**src/rtl/irqv_pkg.sv**
```systemverilog
package irqv_pkg;
    localparam int STAT_W         = 16;
    localparam int RX_READY_BIT   = 3;
    localparam int TX_READY_BIT   = 4;
    localparam int BUSY_BIT       = 12;
    localparam int RX_DMA_BIT     = 15;
    localparam int TX_DMA_BIT     = 7;
    localparam int TEST_FORCE_BIT = 11;
    localparam int FORCE_W        = 6;
    localparam logic [STAT_W-1:0] W1C_BITS = 16'h0027;
    localparam logic [STAT_W-1:0] DMA_BITS = 16'h8080;

    typedef enum logic [2:0] {
        SEL_STATUS   = 3'd0,
        SEL_ENABLE   = 3'd1,
        SEL_DMACFG   = 3'd2,
        SEL_VECTOR   = 3'd3,
        SEL_SELFTEST = 3'd4
    } reg_sel_e;

    typedef enum logic {
        RD_IDLE = 1'b0,
        RD_RESP = 1'b1
    } rd_state_e;
endpackage

```
**src/rtl/irqv_status_bank.sv**
```systemverilog
module irqv_status_bank
    import irqv_pkg::*;
#(
    parameter bit LEGACY = 1'b0
) (
    input  logic              clk,
    input  logic              rst_n,
    input  logic [STAT_W-1:0] set_pulse,
    input  logic              status_wr,
    input  logic              test_wr,
    input  logic [STAT_W-1:0] wr_data,
    input  logic [STAT_W-1:0] ack_clr,
    output logic [STAT_W-1:0] status_q
);
    logic [STAT_W-1:0] wr_clear;
    logic [STAT_W-1:0] force_set;
    logic [STAT_W-1:0] status_d;

    // write-one-to-clear is honoured only in newer mode
    assign wr_clear  = (status_wr && !LEGACY) ? (wr_data & W1C_BITS) : '0;
    assign force_set = (test_wr && wr_data[TEST_FORCE_BIT])
                       ? STAT_W'((1 << FORCE_W) - 1) : '0;

    // clears first, then sets: a set in the same cycle wins
    always_comb begin
        status_d = status_q & ~ack_clr & ~wr_clear;
        status_d = status_d | force_set | set_pulse;
    end

    always_ff @(posedge clk or negedge rst_n) begin
        if (!rst_n) status_q <= '0;
        else        status_q <= status_d;
    end
endmodule

```
**src/rtl/irqv_enable_bank.sv**
```systemverilog
module irqv_enable_bank
    import irqv_pkg::*;
#(
    parameter int MASK_W = 6
) (
    input  logic              clk,
    input  logic              rst_n,
    input  logic              enable_wr,
    input  logic              dma_wr,
    input  logic [STAT_W-1:0] wr_data,
    input  logic [MASK_W-1:0] status_lo,
    output logic [MASK_W-1:0] mask_q,
    output logic [STAT_W-1:0] dma_q,
    output logic              irq,
    output logic              dma_rx_req,
    output logic              dma_tx_req
);
    logic [STAT_W-1:0] dma_d;
    assign dma_d = wr_data & DMA_BITS;

    always_ff @(posedge clk or negedge rst_n) begin
        if (!rst_n) begin
            mask_q <= '0;
            dma_q  <= '0;
        end else if (enable_wr) begin
            mask_q <= wr_data[MASK_W-1:0];
        end else if (dma_wr) begin
            dma_q <= dma_d;
            if (dma_d[RX_DMA_BIT]) mask_q[RX_READY_BIT] <= 1'b0;
            if (dma_d[TX_DMA_BIT]) mask_q[TX_READY_BIT] <= 1'b0;
        end
    end

    assign irq        = |(status_lo & mask_q);
    assign dma_rx_req = dma_q[RX_DMA_BIT] & status_lo[RX_READY_BIT];
    assign dma_tx_req = dma_q[TX_DMA_BIT] & status_lo[TX_READY_BIT];
endmodule

```
**src/rtl/irqv_read_port.sv**
```systemverilog
module irqv_read_port
    import irqv_pkg::*;
#(
    parameter bit LEGACY = 1'b0,
    parameter int MASK_W = 6
) (
    input  logic              clk,
    input  logic              rst_n,
    input  logic              rd_en,
    input  logic [2:0]        reg_sel,
    input  logic              bus_busy,
    input  logic [STAT_W-1:0] status_q,
    input  logic [MASK_W-1:0] mask_q,
    input  logic [STAT_W-1:0] dma_q,
    output logic [STAT_W-1:0] ack_clr,
    output logic [STAT_W-1:0] rd_data,
    output logic              rd_valid
);
    localparam int IDX_W = $clog2(MASK_W);

    rd_state_e         state_q, state_d;
    logic [STAT_W-1:0] data_q, rd_mux;
    logic [MASK_W-1:0] pending;
    logic              vec_hit;
    logic [IDX_W-1:0]  vec_idx;
    logic [STAT_W-1:0] vec_val;
    logic [STAT_W-1:0] status_rd;
    logic              vec_rd;

    assign pending = status_q[MASK_W-1:0] & mask_q;

    // lowest-numbered pending source wins
    always_comb begin
        vec_hit = 1'b0;
        vec_idx = '0;
        for (int i = MASK_W - 1; i >= 0; i--) begin
            if (pending[i]) begin
                vec_hit = 1'b1;
                vec_idx = IDX_W'(i);
            end
        end
    end

    assign vec_rd  = rd_en && (reg_sel == SEL_VECTOR) && LEGACY;
    assign vec_val = (vec_rd && vec_hit) ? (STAT_W'(vec_idx) + STAT_W'(1)) : '0;
    assign ack_clr = (vec_rd && vec_hit) ? (STAT_W'(1) << vec_idx) : '0;

    always_comb begin
        status_rd           = status_q;
        status_rd[BUSY_BIT] = bus_busy;
    end

    always_comb begin
        case (reg_sel_e'(reg_sel))
            SEL_STATUS: rd_mux = status_rd;
            SEL_ENABLE: rd_mux = STAT_W'(mask_q);
            SEL_DMACFG: rd_mux = dma_q;
            SEL_VECTOR: rd_mux = vec_val;
            default:    rd_mux = '0;
        endcase
    end

    always_comb begin
        state_d = state_q;
        unique case (state_q)
            RD_IDLE: if (rd_en) state_d = RD_RESP;
            RD_RESP: if (!rd_en) state_d = RD_IDLE;
        endcase
    end

    always_ff @(posedge clk or negedge rst_n) begin
        if (!rst_n) begin
            state_q <= RD_IDLE;
            data_q  <= '0;
        end else begin
            state_q <= state_d;
            if (rd_en) data_q <= rd_mux;
        end
    end

    always_comb begin
        rd_valid = 1'b0;
        rd_data  = '0;
        unique case (state_q)
            RD_IDLE: ;
            RD_RESP: begin
                rd_valid = 1'b1;
                rd_data  = data_q;
            end
        endcase
    end
endmodule

```
**src/rtl/irq_status_vector_unit.sv**
```systemverilog
module irq_status_vector_unit
    import irqv_pkg::*;
#(
    parameter bit LEGACY = 1'b0
) (
    input  logic        clk,
    input  logic        rst_n,
    input  logic [15:0] set_pulse,
    input  logic        wr_en,
    input  logic        rd_en,
    input  logic [2:0]  reg_sel,
    input  logic [15:0] wr_data,
    input  logic        bus_busy,
    output logic [15:0] rd_data,
    output logic        rd_valid,
    output logic        irq,
    output logic        dma_rx_req,
    output logic        dma_tx_req
);
    localparam int MASK_W = LEGACY ? 5 : 6;

    logic [STAT_W-1:0] status_q;
    logic [MASK_W-1:0] mask_q;
    logic [STAT_W-1:0] dma_q;
    logic [STAT_W-1:0] ack_clr;
    logic status_wr, enable_wr, dma_wr, test_wr;

    assign status_wr = wr_en && (reg_sel == SEL_STATUS);
    assign enable_wr = wr_en && (reg_sel == SEL_ENABLE);
    assign dma_wr    = wr_en && (reg_sel == SEL_DMACFG);
    assign test_wr   = wr_en && (reg_sel == SEL_SELFTEST);

    irqv_status_bank #(.LEGACY(LEGACY)) u_status (
        .clk(clk), .rst_n(rst_n), .set_pulse(set_pulse),
        .status_wr(status_wr), .test_wr(test_wr), .wr_data(wr_data),
        .ack_clr(ack_clr), .status_q(status_q)
    );

    irqv_enable_bank #(.MASK_W(MASK_W)) u_enable (
        .clk(clk), .rst_n(rst_n), .enable_wr(enable_wr), .dma_wr(dma_wr),
        .wr_data(wr_data), .status_lo(status_q[MASK_W-1:0]),
        .mask_q(mask_q), .dma_q(dma_q), .irq(irq),
        .dma_rx_req(dma_rx_req), .dma_tx_req(dma_tx_req)
    );

    irqv_read_port #(.LEGACY(LEGACY), .MASK_W(MASK_W)) u_read (
        .clk(clk), .rst_n(rst_n), .rd_en(rd_en), .reg_sel(reg_sel),
        .bus_busy(bus_busy), .status_q(status_q), .mask_q(mask_q),
        .dma_q(dma_q), .ack_clr(ack_clr), .rd_data(rd_data),
        .rd_valid(rd_valid)
    );
endmodule

```
**config.mk**
```make
export PLATFORM = sky130hd
export DESIGN_NAME = irq_status_vector_unit
export DESIGN_NICKNAME = d
export VERILOG_FILES = /design/src/rtl/irqv_pkg.sv /design/src/rtl/irqv_status_bank.sv /design/src/rtl/irqv_enable_bank.sv /design/src/rtl/irqv_read_port.sv /design/src/rtl/irq_status_vector_unit.sv
export SDC_FILE = /design/constraint.sdc
export NUM_CORES = 1
export LEC_CHECK = 0
export BUFFER_PORTS_ARGS = -buffer_cell sky130_fd_sc_hd__buf_2
export CAP_MARGIN = 20
export CORE_AREA = 2 2 69 71
export CTS_CLUSTER_DIAMETER = 30
export CTS_CLUSTER_SIZE = 25
export DETAILED_ROUTE_END_ITERATION = 8
export DIE_AREA = 0 0 71 73
export PLACE_DENSITY = 0.79
export SLEW_MARGIN = 20
export SYNTH_ARGS = -nofsm -noshare
export SYNTH_HDL_FRONTEND = slang
export SYNTH_HIERARCHICAL = 1
export SYNTH_SLANG_ARGS = --single-unit
```
**constraint.sdc**
```tcl
create_clock -name clk -period 1.1 [get_ports clk]
set_input_delay 0 -clock clk [delete_from_list [all_inputs] [get_ports clk]]
set_output_delay 0 -clock clk [all_outputs]
set_load 0.03 [all_outputs]
```
---- After elaboration in Yosys (flattened, before gate mapping) ----
Cells that the tools add are included.
cells by class
  reductions and logical operators ........ 13
  equal/unequal tests ..................... 3
  bitwise logic cells ..................... 8
  mux-type cells .......................... 10
operators with widths
  kind                                                              number
  16-bit one-hot mux with 3 select lines                            1
  16-bit bitwise OR                                                 2
  16-bit bitwise AND                                                1
  16-bit 2-to-1 mux                                                 1
  16-bit NOT                                                        1
  6-bit 2-to-1 mux                                                  2
  6-bit bitwise AND                                                 1
  2-bit AND reduction                                               3
  2-bit nonzero test                                                3
  6-bit OR reduction                                                1
  1-bit logical AND                                                 5
  1-bit 2-to-1 mux                                                  4
  2-bit 2-to-1 mux                                                  2
  3-bit by 1-bit == test with 1-bit output (second input constant)  1
  3-bit by 2-bit == test with 1-bit output (second input constant)  1
  3-bit == test (second input constant)                             1
  3-bit zero test                                                   1
  1-bit bitwise AND                                                 2
  1-bit NOT                                                         1
storage, ports and cells
  output and inout port bits .............. 20
  bits in registers ....................... 41
  bits of input ports ..................... 40
  word-level logic and storage cells ...... 41

---- Logic depth before layout (Yosys ltp) ----
  word-level depth ........................ 7
  gate-level depth with buffers ........... 5
  depth with buffers taken out ............ 3

---- By module ----
The synthesis kept the hierarchy.
by module, submodules not included
  module                  seq. area each (um2)  area each (um2)  cells each  instances
  irqv_read_port          425.4                 1127.3           121         1
  irqv_status_bank        400.4                 630.6            54          1
  irqv_enable_bank        200.2                 486.7            43          1
  irq_status_vector_unit  0.0                   52.6             4           1

---- Least setup slack after synthesis ----
No wires, ideal clock.
  path type ............................... reg2out
  start ................................... reg u_read.state_q
  end ..................................... out rd_data[10]
  stages on the path, launching flop included .. 3
  setup slack ............................. 7 ps
  data required time ...................... 1100 ps
  arrival time ............................ 1093 ps
  cells stage by stage .................... dfrtp_1 clkbuf_1 and2_1
on the way
  word-level cells in the longest chain between the ends .. 1
ends and longest elaborated chain
  item                    line                          text
  from (decl)             irqv_read_port.sv:21          rd_state_e state_q, state_d;
  from (signal assigned)  irqv_read_port.sv:76          state_q <= state_d;
  16-bit 2-to-1 mux       irqv_read_port.sv:84          unique case (state_q)
  to (decl)               irq_status_vector_unit.sv:14  output logic [15:0] rd_data,
Every way passes these cells.

---- Worst setup path after layout ----
  start ................................... reg u_status.status_q[4]
  end ..................................... out irq
on the way
  word-level cells in the longest chain between the ends .. 2
ends and longest elaborated chain
  item                    line                          text
  from (decl)             irqv_status_bank.sv:13        output logic [STAT_W-1:0] status_q
  from (signal assigned)  irqv_status_bank.sv:32        else status_q <= status_d;
  6-bit bitwise AND       irqv_enable_bank.sv:34        assign irq = |(status_lo & mask_q);
  6-bit OR reduction      irqv_enable_bank.sv:34
  to (decl)               irq_status_vector_unit.sv:16  output logic irq,
Every way passes these cells.

==> results.sh <==
export IMPL_clock_latency_ns=0.28
export IMPL_fin_cells=363
export IMPL_clock_sinks=40
export IMPL_track_usage_pct=19.5
export IMPL_min_delay_start="bus_busy"
export IMPL_fp_dieH_um=73
export IMPL_leakage_nw=1.48
export IMPL_report_final_setup_viol=18
export IMPL_cts_tree="done"
export IMPL_run_status="complete, but fails checks"
export IMPL_crit_start="u_status/status_q[4]"
export IMPL_endpoint_kind="primary output"
export IMPL_ctsRootBufferMaster="clkbuf_8"
export IMPL_clk_path_buf_depth=2
export IMPL_skew_ns=0.00179
export IMPL_cts_clk_slew_worst_paths_ns=0.08
export IMPL_drt_iter0_drc=115
export IMPL_avgSynthCellArea_um2=10.3
export IMPL_setup_ws_ns=-0.0411
export IMPL_avgRoutedWirePerCell_um=13.0
export IMPL_worst_path_max_fanout=4
export IMPL_final_area_um2=3080
export IMPL_coreArea_um2=4540
export IMPL_portBuffers=51
export IMPL_violations="negative setup slack"
export IMPL_grt_pass1_vias=1770
export IMPL_max_freq_mhz=876
export IMPL_numCtsBuffers=5
export IMPL_finalNetCount=348
export IMPL_ant_nets=0
export IMPL_layout_worst_path_cycle_share_pct=104
export IMPL_max_cap_violations=0
export IMPL_critPathLaunchType="flop"
export IMPL_cp_required_ns=1.10
export IMPL_pin_count=60
export IMPL_peakVddDrop_mv=1.13
export IMPL_initial_utilization_pct=49.7
export IMPL_whs_ns=0.0374
export IMPL_path_cells="a22oi_2 -> nand3_1 -> buf_6"
export IMPL_place_area_um2=2470
export IMPL_drcViolationCount=0
export IMPL_yosys_warnings=6
export IMPL_dp_slack_ns=-0.0774
export IMPL_crit_slowest_cell="dfrtp_1"
export IMPL_arrival_ns=1.14
export IMPL_grt_pass1_wl_um=7810
export IMPL_num_rows=25
export IMPL_grt_max_degree=24
export IMPL_hp_class="in2reg"
export IMPL_rsz0062_at_grt="true"
export IMPL_power_density_nw_per_um2=1180
export IMPL_fin_crit_ns=1.14
export IMPL_path_buf_inv=1
export IMPL_drt_vias_per_instance=4.67
export IMPL_place_gp_congestion=0.793
export IMPL_die_x_um=71
export IMPL_cpLargestDelayFamily="flip-flops"
export IMPL_drt_wl_total_um=4720
export IMPL_hpwl_um=3190
export IMPL_criticalPathCategory="reg2out"
export IMPL_drive_gt1_share_pct=37.2
export IMPL_synth_area_um2=2250
export IMPL_antenna_found_initial=0
export IMPL_max_stage_delay_ns=0.42
export IMPL_dpl_cell_count=319
export IMPL_synthCells=218
export IMPL_finalMaxSlewViolations=0
export IMPL_area_growth_pct=36.9
export IMPL_grt_overflow=0
export IMPL_drt_first_pass_iters=4
export IMPL_fin_setup_tns_ns=-0.318
export IMPL_dieArea_um2=5180
export IMPL_timing_rr_start="u_status/status_q[3]"
export IMPL_hold_viol_final=0
export IMPL_htreeDepth=2
export IMPL_vias=1697
export IMPL_fillers=341
export IMPL_antenna_cells=0
-- worst paths after layout --
| path | endpoint | slack (ns) | cells past startpoint |
|---|---|---|---|
| worst min register to register | u_status/status_q[15] | 0.49 | 1 |
| max in group asynchronous | u_status/status_q[2] | 0.46 | 3 |
| worst max-delay path | irq | -0.04 | 3 |
| worst max register to register | u_read/data_q[3] | -0.01 | 5 |
| min in group asynchronous | u_read/data_q[13] | 0.18 | 2 |
| worst min-delay path | u_read/data_q[12] | 0.04 | 3 |
-- worst register-to-register path: stages, from the launching register on --
cell     delay, ns
dfrtp_1       0.41
buf_6         0.13
buf_6         0.11
mux2i_1       0.12
o21a_1        0.15
o22ai_2       0.06
-- state kept, by name (all words and copies together) (netlist names) --
name / cells
u_enable/dma_q: 2
u_status/status_q: 15
u_read/data_q: 16
u_enable/mask_q: 6
u_read/state_q: 1
-- cell type report --
| class | count | area [um2] | area share, % |
|---|---|---|---|
| multi-input combinational | 135 | 1000 | 32.5 |
| timing repair buffer | 95 | 802 | 26.0 |
| tap | 54 | 67.6 | 2.19 |
| clock buffer | 6 | 82.6 | 2.68 |
| clock inverter | 2 | 10.0 | 0.325 |
| inverter | 31 | 116 | 3.77 |
| sequential | 40 | 1000 | 32.5 |
-- per-layer routing --
layer | GRT usage [%] | vias to the layer above | routed length (um)
met5 | 0 | - | 0
met4 | 5.66 | 0 | 47
met3 | 4.97 | 4 | 214
met2 | 35.6 | 42 | 2450
met1 | 22.6 | 800 | 2010
li1 | - | 851 | -
-- timing repair --
action                                  in CTS  in global routing
hold buffers                                24                  0
endpoints found under the setup margin      18                 19
gates resized for setup                     59                  5
endpoints found under the hold margin       63                  0
pin swaps                                    3                  1
buffers inserted                            10                  1
cloned                                       0                  1
-- stage by stage --
step | util [%] | power, mW
2_1_floorplan | - | 2.24
6_report | 68.0 | 3.62
4_1_cts | 67.3 | 3.62
5_1_grt | 68.0 | 3.82
3_5_place_dp | 54.6 | 2.41
3_3_place_gp | 54.6 | 2.39
-- power by group --
| group | switching, mW | internal, mW |
|---|---|---|
| combinational | 0.403 | 0.506 |
| clock | 0.499 | 0.500 |
| sequential | 0.103 | 1.61 |
-- layout by cell type, fill, tap and decap left out --
| cell type | instances |
|---|---|
| dfrtp_2 | 1 |
| dfrtp_1 | 39 |
| a22oi_1 | 2 |
| conb_1 | 29 |
| buf_2 | 33 |
| a22oi_2 | 1 |
| clkinv_2 | 2 |
| and4bb_2 | 3 |
| nand2b_4 | 1 |
| buf_12 | 2 |
| o21a_1 | 6 |
| buf_6 | 23 |
| a211o_2 | 2 |
| a311o_1 | 4 |
| inv_1 | 31 |
| nand2_1 | 7 |
| and2_4 | 18 |
| mux2_2 | 4 |
| mux2_4 | 2 |
| nor4b_2 | 1 |
| or3b_1 | 1 |
| and2_1 | 1 |
| o22ai_1 | 15 |
| a21bo_2 | 2 |
| o21ai_0 | 2 |
| dlygate4sd3_1 | 24 |
| a21o_1 | 9 |
| nand3_1 | 1 |
| mux2i_1 | 16 |
| clkbuf_8 | 6 |
| buf_4 | 13 |
| nand3b_1 | 7 |
| o22ai_2 | 1 |
Note: power is estimated with default switching activity, not from simulation.
